==> config.mk <==
export PLATFORM = sky130hd
export DESIGN_NAME = spc_regs
export DESIGN_NICKNAME = d
export VERILOG_FILES = /design/src/rtl/spc_pkg.sv /design/src/rtl/spc_regs.sv
export SDC_FILE = /design/constraint.sdc
export NUM_CORES = 1
export LEC_CHECK = 0
export BUFFER_PORTS_ARGS = -buffer_cell sky130_fd_sc_hd__clkbuf_2
export CAP_MARGIN = 15
export CORE_MARGIN = 3
export CORE_UTILIZATION = 36
export CTS_BUF_LIST = sky130_fd_sc_hd__clkbuf_16
export CTS_CLUSTER_DIAMETER = 120
export DETAILED_ROUTE_END_ITERATION = 6
export PLACE_DENSITY = 0.86
export SYNTH_ARGS = -nofsm -noshare
export SYNTH_HDL_FRONTEND = slang
export SYNTH_SLANG_ARGS = --single-unit
==> constraint.sdc <==
create_clock -name clk -period 1.4 [get_ports clk]
set_input_delay 0.28 -clock clk [delete_from_list [all_inputs] [get_ports clk]]
set_output_delay 0.28 -clock clk [all_outputs]
set_load 0.005 [all_outputs]
==> src/rtl/spc_pkg.sv <==
// Package: shared constants and types for the stream packet checker.
// Assumes a 32-bit register bus addressed by word index.
package spc_pkg;

    localparam int REG_W = 32;
    localparam int STRB_W = REG_W / 8;
    localparam int NUM_REGS = 4;

    // Word indices of the register file; the order is what software relies on.
    localparam int IDX_TX   = 0;
    localparam int IDX_GOOD = 1;
    localparam int IDX_ERR  = 2;
    localparam int IDX_CTRL = 3;

    // Counter slots inside the counter bank.
    localparam int SLOT_GOOD = 0;
    localparam int SLOT_ERR  = 1;
    localparam int NUM_CNT   = 2;

    typedef enum logic [1:0] {
        RESP_OKAY   = 2'b00,
        RESP_SLVERR = 2'b10
    } resp_t;

endpackage

==> src/rtl/spc_regs.sv <==
// Module: spc_regs
// AXI4-Lite slave for the statistics registers and the soft-reset bit.
// Accepts a write when address and data are both valid and no response is
// pending; one read in flight. Only hard reset applies here, so a soft
// reset never cuts a transaction short.
module spc_regs #(
    parameter int ADDR_W = 4,
    parameter int CNT_W  = 32
) (
    input  logic                      clk,
    input  logic                      rst_n,
    input  logic                      awvalid,
    output logic                      awready,
    input  logic [ADDR_W-1:0]         awaddr,
    input  logic                      wvalid,
    output logic                      wready,
    input  logic [spc_pkg::REG_W-1:0] wdata,
    input  logic [spc_pkg::STRB_W-1:0] wstrb,
    output logic                      bvalid,
    input  logic                      bready,
    output logic [1:0]                bresp,
    input  logic                      arvalid,
    output logic                      arready,
    input  logic [ADDR_W-1:0]         araddr,
    output logic                      rvalid,
    input  logic                      rready,
    output logic [spc_pkg::REG_W-1:0] rdata,
    output logic [1:0]                rresp,
    input  logic [CNT_W-1:0]          tx_count,
    input  logic [CNT_W-1:0]          good_count,
    input  logic [CNT_W-1:0]          err_count,
    output logic                      soft_rst
);
    import spc_pkg::*;

    localparam logic [ADDR_W-1:0] A_CTRL = ADDR_W'(IDX_CTRL);
    localparam logic [ADDR_W-1:0] A_LIM  = ADDR_W'(NUM_REGS);

    logic wr_fire;
    logic rd_fire;
    logic ctrl_hit;
    logic [REG_W-1:0] rd_mux;
    logic unused_bits;

    assign unused_bits = ^{wdata[REG_W-1:1], wstrb[STRB_W-1:1]};

    // Handshake decode for both channels.
    always_comb begin
        wr_fire  = awvalid && wvalid && !bvalid;
        rd_fire  = arvalid && !rvalid;
        awready  = wr_fire;
        wready   = wr_fire;
        arready  = rd_fire;
        ctrl_hit = (awaddr == A_CTRL) && wstrb[0] && wdata[0];
    end

    // Select the register addressed by the read.
    always_comb begin
        case (araddr)
            ADDR_W'(IDX_TX):   rd_mux = REG_W'(tx_count);
            ADDR_W'(IDX_GOOD): rd_mux = REG_W'(good_count);
            ADDR_W'(IDX_ERR):  rd_mux = REG_W'(err_count);
            default:           rd_mux = '0;
        endcase
    end

    // Write response channel and self-clearing soft reset.
    always_ff @(posedge clk) begin
        if (!rst_n) begin
            bvalid   <= 1'b0;
            bresp    <= RESP_OKAY;
            soft_rst <= 1'b0;
        end else begin
            soft_rst <= 1'b0;
            if (wr_fire) begin
                bvalid   <= 1'b1;
                bresp    <= (awaddr < A_LIM) ? RESP_OKAY : RESP_SLVERR;
                soft_rst <= ctrl_hit;
            end else if (bready) begin
                bvalid <= 1'b0;
            end
        end
    end

    // Read data channel.
    always_ff @(posedge clk) begin
        if (!rst_n) begin
            rvalid <= 1'b0;
            rdata  <= '0;
            rresp  <= RESP_OKAY;
        end else if (rd_fire) begin
            rvalid <= 1'b1;
            rdata  <= rd_mux;
            rresp  <= (araddr < A_LIM) ? RESP_OKAY : RESP_SLVERR;
        end else if (rready) begin
            rvalid <= 1'b0;
        end
    end

endmodule

==> results of run 1 <==
==> registers in the layout (all words and copies together) (netlist names) <==
register,flops
rresp,1
soft_rst,1
bvalid,1
rvalid,1
bresp,1
rdata,32
==> final timing paths <==
kind | endpoint | start | depth (start not counted)
max | arready | rvalid$_SDFFE_PN0P_ | 3
min | soft_rst$_SDFF_PN0_ | awaddr[0] | 3
max reg2reg | rdata[17]$_SDFFE_PN0P_ | rvalid$_SDFFE_PN0P_ | 5
min reg2reg | rdata[13]$_SDFFE_PN0P_ | rdata[13]$_SDFFE_PN0P_ | 1
==> per-stage QoR <==
stage,std cells,hold WS [ns]
final,397,0.224
after global routing,397,0.238
after CTS,397,0.219
after detailed placement,390,0.450
after global placement,390,0.445
after floorplan,177,0.404
==> power by group through the flow <==
stage                     sequential (mW)  clock [mW]  combinational [mW]
after CTS                            1.08        1.04               0.459
after global routing                 1.09        1.08               0.503
final                                1.08        1.01               0.456
after floorplan                      1.11           0               0.219
after detailed placement             1.11           0               0.457
after global placement               1.10           0               0.444
==> logic make-up after synthesis <==
kind of cell    share of synthesized area, %
compound gates                          30.9
flops                                   38.8
mux                                     17.9
buf+inv                                 6.61
simple gates                            5.63
other cells                            0.196
==> layer usage <==
metal / vias to the layer above / GRT usage (%) / part of all wire [%]
li1: 998 / - / -
met1: 947 / 20.4 / 40
met2: 73 / 36.2 / 53
met3: 4 / 3.97 / 6.1
met4: 0 / 4.30 / 0.80
met5: - / 0 / 0
==> worst max-delay path: stages (launching register included) <==
cell      delay (ns)
dfxtp_1         0.35
nor2b_4         0.18
buf_4           0.13
clkbuf_2        0.09
==> cell type report <==
| type | count | area [um^2] | share of cell area, % |
|---|---|---|---|
| clock inverter | 2 | 7.51 | 0.257 |
| sequential | 37 | 741 | 25.3 |
| tap | 67 | 83.8 | 2.87 |
| clock buffer | 5 | 125 | 4.28 |
| inverter | 1 | 3.75 | 0.128 |
| timing repair buffer | 166 | 903 | 30.9 |
| multi-input combinational | 119 | 1060 | 36.2 |
==> cells in the mapped netlist, drive strengths merged <==
cell and count:
a21oi 1, mux2 17, inv 1, nand2 2, a22o 15, and3 1, a21boi 2, nand3b 1
nor2 1, nand3 2, nand2b 1, a22oi 17, buf 16, o211a 2, or3 1, nor3 2
nor2b 3, mux2i 15, clkbuf 4, o2bb2ai 32, conb 1, o21ai 1, dfxtp 37, nor4b 1
==> repair_timing <==
| item | in CTS | in global routing |
|---|---|---|
| gates resized for setup | 1 | 2 |
| endpoints found under the setup margin | 4 | 16 |
| cloned | 0 | 0 |
==> summary.txt, run 1 <==
Final layout
  • Nets: between 400 and 500
  • Antenna Diode Count: 0
  • Most common cell after layout, fill and taps aside: clkbuf_2
  • Layout Utilization: between 50% and 60%
  • Share of layout cells above drive strength 1: slightly below 60%
  • FILL cells: between 400 and 500
  • Area Growth Syn to Fin: 53.0%
  • Most frequent cells in the layout: clkbuf_2, dfxtp_1, o2bb2ai_1
  • Final Instance Area: 2920 um^2

Timing
  • Tcrit/Tclk final: 92.4%
  • Final WS setup: roughly 0.11 ns
  • TNS Setup: 0 ns
  • RSZ-0062 raised after global routing: false
  • Clk_skew: just over 0.003 ns
  • Max_slew headroom: 55.6%
  • Tightest Pin Transition: between 0.6 and 0.7 ns
  • Fmax: between 700 and 800 MHz
  • Final setup viols: 0
  • Fin. Hold Viols: 0
  • Max-slew violations: 0
  • Final min period: between 1 and 1.5 ns

Synthesis
  • Area contributors post-synth: dfxtp_1, o2bb2ai_1, mux2_2
  • Seq/Total Area, Yosys: 38.8%
  • Unique cell type count in the Yosys netlist: 31
  • Mapped Avg Cell Area: 10.9 um^2
  • #FFs+latches synth: 37
  • Cell Area, Synth: around 1900 um^2
  • YS warnings: 0
  • Post-synth top area share: around 39%
  • Yosys top cell by area: dfxtp_1
  • Cells after Synth: ~180

Outcome
  • Outcome: finished clean

Route
  • Initial DRC count: 44
  • DRT antenna net count: 0
  • DR pass1 iterations: 4
  • Drt total wl: between 5000 and 6000 um
  • Avg Vias per Cell: 5.09
  • DR WL/cell: around 15 um
  • Vias: just over 2000
  • DRC: 0

Global routing
  • Antenna violations before repair: 0
  • Gr ovfl total: 0
  • Pin count of the biggest net entering global routing: 21
  • First-pass GRT wire length: 9400 um
  • Number of global-route vias before repair: roughly 2100
  • GRT Total Usage: between 10% and 20%

Floorplanning
  • Die X: just under 80 um
  • Core footprint: 4910 um^2
  • Die Area: 6220 um^2
  • Rows: 25
  • I/O Pins: 189
  • Die H: between 70 and 80 um
  • Starting Density: slightly below 40%

Clock network
  • CTS Root Cell: clkbuf_16
  • Worst skew pair latency: 0.27 ns
  • Clock slew seen by the registers of the worst setup and hold paths: approximately 0.05 ns
  • H-tree depth: 2
  • Sink Count: 37
  • CTS Hold Bufs: 0
  • CTS buffer count: 5
  • Postcts setup bufs: 0
  • Deepest clock path buffer count: 2
  • TritonCTS clock tree: built

Critical path
  • CP Class: flop to output pin
  • Critical Path Start Type: flop
  • CP Capture Type: output pin
  • Crit path arrival time: a little over 1 ns
  • R2R Setup Slk: about 0.21 ns
  • Crit path max fanout: 4
  • Critical Path RT: approximately 1.1 ns

Power
  • P_sw: around 580 uW
  • Clock network power share: 39.6%
  • Comb power frac: between 10% and 20%
  • Overall Power: 2.55 mW
  • Pint: 1.97 mW
  • Pleak: between 1 and 1.5 nW
  • Sequential Power Share: approximately 43%
  • Net Sw Frac: around 23%
  • VDD IR max: approximately 0.00061 V
  • Power per cell area: 873 nW/um^2

Hold path
  • Hold WC Path Type: input pin to flop

Placed design
  • Pre-CTS setup slack: -0.332 ns
  • Routability cong.: between 0.7 and 0.8
  • HPWL after DPL: between 4000 and 5000 um
  • Post-DP Area: 2780 um^2
  • Port bufs: between 150 and 200

Job
  • MaxCap Viol Count: 0
No activity file was read; power rests on OpenSTA's default activity.
==> inputs of run 2 (changes only) <==
--- a/config.mk
+++ b/config.mk
@@ -13,6 +13,7 @@
 export CTS_CLUSTER_DIAMETER = 120
 export DETAILED_ROUTE_END_ITERATION = 6
 export PLACE_DENSITY = 0.86
+export SETUP_SLACK_MARGIN = 0.3
 export SYNTH_ARGS = -nofsm -noshare
 export SYNTH_HDL_FRONTEND = slang
 export SYNTH_SLANG_ARGS = --single-unit
==> summary.txt, run 2 (same netlist as run 1, synthesis figures left out) <==
Route
  • DR WL/cell: 16.3 um (+8.3%)
  • DR pass1 iterations: 4 (unchanged)
  • Vias: 2098 (+3.8%)
  • Drt total wl: 6640 um (+11%)
  • DRT antenna net count: 0 (unchanged)
  • Avg Vias per Cell: 5.14 (+0.96%)
  • Initial DRC count: 51 (+16%)
  • DRC: 0 (unchanged)

Final layout
  • Area Growth Syn to Fin: 77.1%
  • FILL cells: 386 (-11%)
  • Antenna Diode Count: 0 (unchanged)
  • Max reg flops: 32 (unchanged)
  • Layout Utilization: 68.9% (+9.4 points)
  • Nets: 487 (+2.1%)
  • Most common cell after layout, fill and taps aside: clkbuf_2
  • Most frequent cells in the layout: clkbuf_2, dfxtp_1, o2bb2ai_2
  • Biggest register: rdata
  • Share of layout cells above drive strength 1: 70.1% (+11 points)

Floorplanning
  • Starting Density: 38.9% (unchanged)
  • Die Area: 6220 um^2 (unchanged)
  • Die X: 78.9 um (unchanged)
  • Core footprint: 4910 um^2 (unchanged)
  • Die H: 78.9 um (unchanged)
  • Rows: 25 (unchanged)
  • I/O Pins: 189 (unchanged)

Job
  • MaxCap Viol Count: 0 (unchanged)

Timing
  • RSZ-0062 raised after global routing: true
  • Final min period: 1.26 ns (-0.0360 ns)
  • Fin. Hold Viols: 0 (unchanged)
  • Tcrit/Tclk final: 89.9% (-2.6 points)
  • Final setup viols: 0 (unchanged)
  • WHS: 0.223 ns (-0.0000290 ns)
  • Max-slew violations: 0 (unchanged)
  • Clk_skew: 0.00479 ns (+0.00176 ns)
  • Fmax: 795 MHz (+2.9%)
  • TNS Setup: 0 ns (unchanged)

Placed design
  • Routability cong.: 0.757 (-5.0%)
  • HPWL after DPL: 4710 um (-2.5%)
  • Port bufs: 152 (unchanged)

Clock network
  • Clock slew seen by the registers of the worst setup and hold paths: 0.05 ns (about the same)
  • CTS Hold Bufs: 0 (unchanged)
  • CTS buffer count: 5 (unchanged)
  • TritonCTS clock tree: built
  • Deepest clock path buffer count: 2 (unchanged)
  • Sink Count: 37 (unchanged)
  • CTS Root Cell: clkbuf_16
  • Worst skew pair latency: 0.27 ns (about the same)
  • H-tree depth: 2 (unchanged)

Critical path
  • CP Class: flop to output pin
  • CP Capture Type: output pin
  • Crit path arrival time: 0.98 ns (-0.03 ns)
  • Crit path max fanout: 3 (-1)
  • Critical Path Start Type: flop
  • Critical Path RT: 1.12 ns (about the same)

Global routing
  • Antenna violations before repair: 0 (unchanged)
  • GRT Total Usage: 19.4% (+0.75 points)
  • Number of global-route vias before repair: 2064 (-1.3%)
  • Pin count of the biggest net entering global routing: 18 (-14%)
  • First-pass GRT wire length: 9560 um (+1.8%)
  • Gr ovfl total: 0 (unchanged)

Power
  • VDD IR max: 0.000825 V (+36%)
  • Power per cell area: 794 nW/um^2 (-9.0%)
  • Pleak: 1.61 nW (+11%)

Outcome
  • Outcome: finished clean

Hold path
  • Hold WC Path Type: input pin to flop
-- run 2: through the flow --
step / worst slack (ns) / cell area (um^2) / power (mW) / instances
global placement: -0.290 / 2900 / 1.59 / 390
detailed placement: -0.301 / 2900 / 1.60 / 390
global route: 0.0883 / 3380 / 2.81 / 408
floorplan: 0.202 / 2070 / 1.37 / 177
finish: 0.142 / 3380 / 2.69 / 408
CTS: 0.127 / 3120 / 2.67 / 405
-- run 2: layer usage --
layer	GRT usage, %	part of all wire [%]	vias up
met3	3.97	7.3	6
li1	-	-	1022
met1	22.5	38	975
met2	35.7	53	95
met5	0	0	-
met4	5.84	1.3	0
-- run 2: final cells by class --
type / count / area (um^2) / share of cell area [%]
inverter: 1 / 3.75 / 0.111
clock buffer: 5 / 125 / 3.70
tap: 67 / 83.8 / 2.48
clock inverter: 3 / 11.3 / 0.333
sequential: 37 / 746 / 22.0
multi-input combinational: 121 / 1350 / 40.0
timing repair buffer: 174 / 1060 / 31.4
-- run 2: worst paths after layout --
| kind | start | endpoint | slack, ns | cells after the start |
|---|---|---|---|---|
| worst max-delay path | bvalid$_SDFFE_PN0P_ | wready | 0.14 | 3 |
| worst min register to register | rdata[22]$_SDFFE_PN0P_ | rdata[22]$_SDFFE_PN0P_ | 0.47 | 1 |
| worst max register to register | rvalid$_SDFFE_PN0P_ | rdata[12]$_SDFFE_PN0P_ | 0.21 | 6 |
| worst min-delay path | awaddr[1] | soft_rst$_SDFF_PN0_ | 0.22 | 3 |
-- run 2: worst max-delay path, cell delays in order (launching register included) --
cell and delay (ns):
dfxtp_2 0.32, nand3b_1 0.20, inv_2 0.09, clkbuf_2 0.11
-- run 2: where the power goes --
| part | leakage (nW) | total, mW | internal (mW) | switching (mW) |
|---|---|---|---|---|
| clock | 0.0738 | 1.02 | 0.639 | 0.380 |
| combinational | 1.24 | 0.582 | 0.327 | 0.255 |
| sequential | 0.300 | 1.08 | 1.07 | 0.0118 |
| total | 1.61 | 2.69 | 2.04 | 0.647 |
-- run 2: repair_timing --
action	CTS	global route
gates resized for setup	12	38
gates cloned	2	2
endpoints found under the setup margin	38	39
buffers inserted	5	1
pin swaps	0	29
==> inputs of run 3 (changes only) <==
--- a/config.mk
+++ b/config.mk
@@ -5,14 +5,14 @@
 export SDC_FILE = /design/constraint.sdc
 export NUM_CORES = 1
 export LEC_CHECK = 0
-export BUFFER_PORTS_ARGS = -buffer_cell sky130_fd_sc_hd__clkbuf_2
 export CAP_MARGIN = 15
 export CORE_MARGIN = 3
-export CORE_UTILIZATION = 36
+export CORE_UTILIZATION = 38
 export CTS_BUF_LIST = sky130_fd_sc_hd__clkbuf_16
 export CTS_CLUSTER_DIAMETER = 120
 export DETAILED_ROUTE_END_ITERATION = 6
-export PLACE_DENSITY = 0.86
+export DONT_BUFFER_PORTS = 1
+export PLACE_DENSITY = 0.57
 export SETUP_SLACK_MARGIN = 0.3
 export SYNTH_ARGS = -nofsm -noshare
 export SYNTH_HDL_FRONTEND = slang
==> summary.txt, run 3 (same netlist as run 1, synthesis figures left out) <==
Route
  • DR pass1 iterations: 4 (unchanged)
  • Avg Vias per Cell: 6.43 (+25%)
  • Vias: 1563 (-26%)
  • Drt total wl: 5700 um (-14%)
  • DRC: 0 (unchanged)
  • Initial DRC count: 48 (-5.9%)
  • DR WL/cell: 23.5 um (+44%)
  • DRT antenna net count: 0 (unchanged)

Clock network
  • Clock slew seen by the registers of the worst setup and hold paths: 0.06 ns (about the same)
  • TritonCTS clock tree: built
  • Deepest clock path buffer count: 2 (unchanged)
  • Worst skew pair latency: 0.27 ns (about the same)
  • H-tree depth: 2 (unchanged)
  • CTS Hold Bufs: 0 (unchanged)
  • CTS buffer count: 5 (unchanged)
  • Sink Count: 37 (unchanged)
  • CTS Root Cell: clkbuf_16

Floorplanning
  • Die X: 76.9 um (-2.5%)
  • Die H: 76.9 um (-2.5%)
  • I/O Pins: 189 (unchanged)
  • Die Area: 5910 um^2 (-4.9%)
  • Rows: 25 (unchanged)
  • Starting Density: 39.9% (+1.0 points)
  • Core footprint: 4790 um^2 (-2.5%)

Power
  • Pleak: 0.843 nW (-48%)
  • Net Sw Frac: 23.1% (-1.0 points)
  • Pint: 1.86 mW (-8.6%)
  • Power per cell area: 1020 nW/um^2 (+29%)
  • VDD IR max: 0.000570 V (-31%)
  • Sequential Power Share: 44.9% (+4.5 points)
  • Clock network power share: 43.5% (+5.5 points)
  • P_sw: 559 uW (-14%)
  • Comb power frac: 11.6% (-10 points)

Critical path
  • Critical Path RT: 1.12 ns (about the same)
  • CP Class: flop to output pin
  • Crit path arrival time: 0.92 ns (-0.06 ns)
  • Critical Path Start Type: flop
  • Crit path max fanout: 3 (unchanged)
  • CP Capture Type: output pin

Timing
  • Fin. Hold Viols: 0 (unchanged)
  • Fmax: 837 MHz (+5.3%)
  • Clk_skew: 0.00299 ns (-0.00180 ns)
  • Max-slew violations: 0 (unchanged)
  • WHS: 0.126 ns (-0.0973 ns)
  • Final setup viols: 0 (unchanged)
  • Final WS setup: 0.205 ns (+0.0629 ns)
  • Tcrit/Tclk final: 85.4% (-4.5 points)
  • RSZ-0062 raised after global routing: true
  • Final min period: 1.20 ns (-0.0629 ns)

Placed design
  • HPWL after DPL: 3940 um (-16%)
  • Post-placement cell count: 231 (-41%)
  • Routability cong.: 0.718 (-5.1%)
  • Port bufs: 0 (-100%)
  • Pre-CTS setup slack: -0.114 ns (+0.187 ns)

Final layout
  • Antenna Diode Count: 0 (unchanged)
  • Nets: 322 (-34%)
  • Layout Utilization: 49.5% (-19 points)
  • Area Growth Syn to Fin: 23.9%
  • Share of layout cells above drive strength 1: 40.3% (-30 points)
  • Max reg flops: 32 (unchanged)
  • FILL cells: 440 (+14%)
  • Reg area: 746 um^2 (unchanged)
  • Biggest register: rdata
  • Most common cell after layout, fill and taps aside: dfxtp_1
  • Non-Filler Instances: 243 (-40%)
  • Most frequent cells in the layout: dfxtp_1, o2bb2ai_2, a22oi_1
  • Multi-input gate area: 1290 um^2 (-4.3%)

Global routing
  • First-pass GRT wire length: 8680 um (-9.2%)
  • Antenna violations before repair: 0 (unchanged)
  • Number of global-route vias before repair: 1674 (-19%)
  • Pin count of the biggest net entering global routing: 36 (+18)
  • GRT Total Usage: 18.6% (-0.79 points)
  • Gr ovfl total: 0 (unchanged)

Outcome
  • Outcome: finished clean

Hold path
  • Hold WC Path Type: input pin to flop

Job
  • MaxCap Viol Count: 0 (unchanged)
## run 3: cell count changes in the layout (fill, tap and decap cells not counted), sizes merged
cell    previous run  this run
nor2b              4         3
buf               23        10
clkbuf           156         5
clkinv             1         3
inv                3         1
## run 3: path summary, 6_finish.rpt
kind                                             start                     end  slack, ns  cells past startpoint
worst max register to register     bvalid$_SDFFE_PN0P_     soft_rst$_SDFF_PN0_       0.26                      3
worst min-delay path                         awaddr[0]     soft_rst$_SDFF_PN0_       0.13                      2
worst max-delay path               bvalid$_SDFFE_PN0P_                 awready       0.20                      2
worst min register to register  rdata[24]$_SDFFE_PN0P_  rdata[24]$_SDFFE_PN0P_       0.49                      1
## run 3: cell type report
| type | count | share of cell area (%) |
|---|---|---|
| Multi-Input combinational cell | 120 | 54.7 |
| Sequential cell | 37 | 31.5 |
| Clock buffer | 5 | 5.29 |
| Timing Repair Buffer | 10 | 4.28 |
| Tap cell | 67 | 3.54 |
| Clock inverter | 3 | 0.529 |
| Inverter | 1 | 0.159 |
## run 3: metal layers
layer	global-route usage, %	up-vias	wire length (um)
met5	0	-	0
met4	8.33	0	90
met3	5.52	12	503
met2	32.9	103	3000
met1	20.3	760	2110
li1	-	688	-
## run 3: timing repair
item,in CTS,in global routing
pin swaps,4,29
cloned,3,0
endpoints found under the setup margin,37,37
gates resized for setup,12,23
setup buffers,1,0
## run 3: worst max-delay path, stage by stage, from the launching register on
cell      delay, ns
dfxtp_2        0.33
nand3b_1       0.20
inv_2          0.11
## run 3: power groups by stage
stage          Sequential [mW]  Combinational [mW]  Clock [mW]
4_1_cts                   1.09               0.264        1.09
5_1_grt                   1.09               0.308        1.12
2_1_floorplan             1.11               0.266           0
6_report                  1.09               0.282        1.05
3_3_place_gp              1.11               0.233           0
3_5_place_dp              1.11               0.245           0
## run 3: through the flow
| step | setup TNS (ns) | area [um^2] | power (mW) |
|---|---|---|---|
| final | 0 | 2370 | 2.42 |
| after global routing | 0 | 2370 | 2.51 |
| after CTS | 0 | 2220 | 2.44 |
| after floorplan | 0 | 2070 | 1.37 |
| after global placement | -1.15 | 2020 | 1.34 |
| after detailed placement | -1.65 | 2020 | 1.35 |
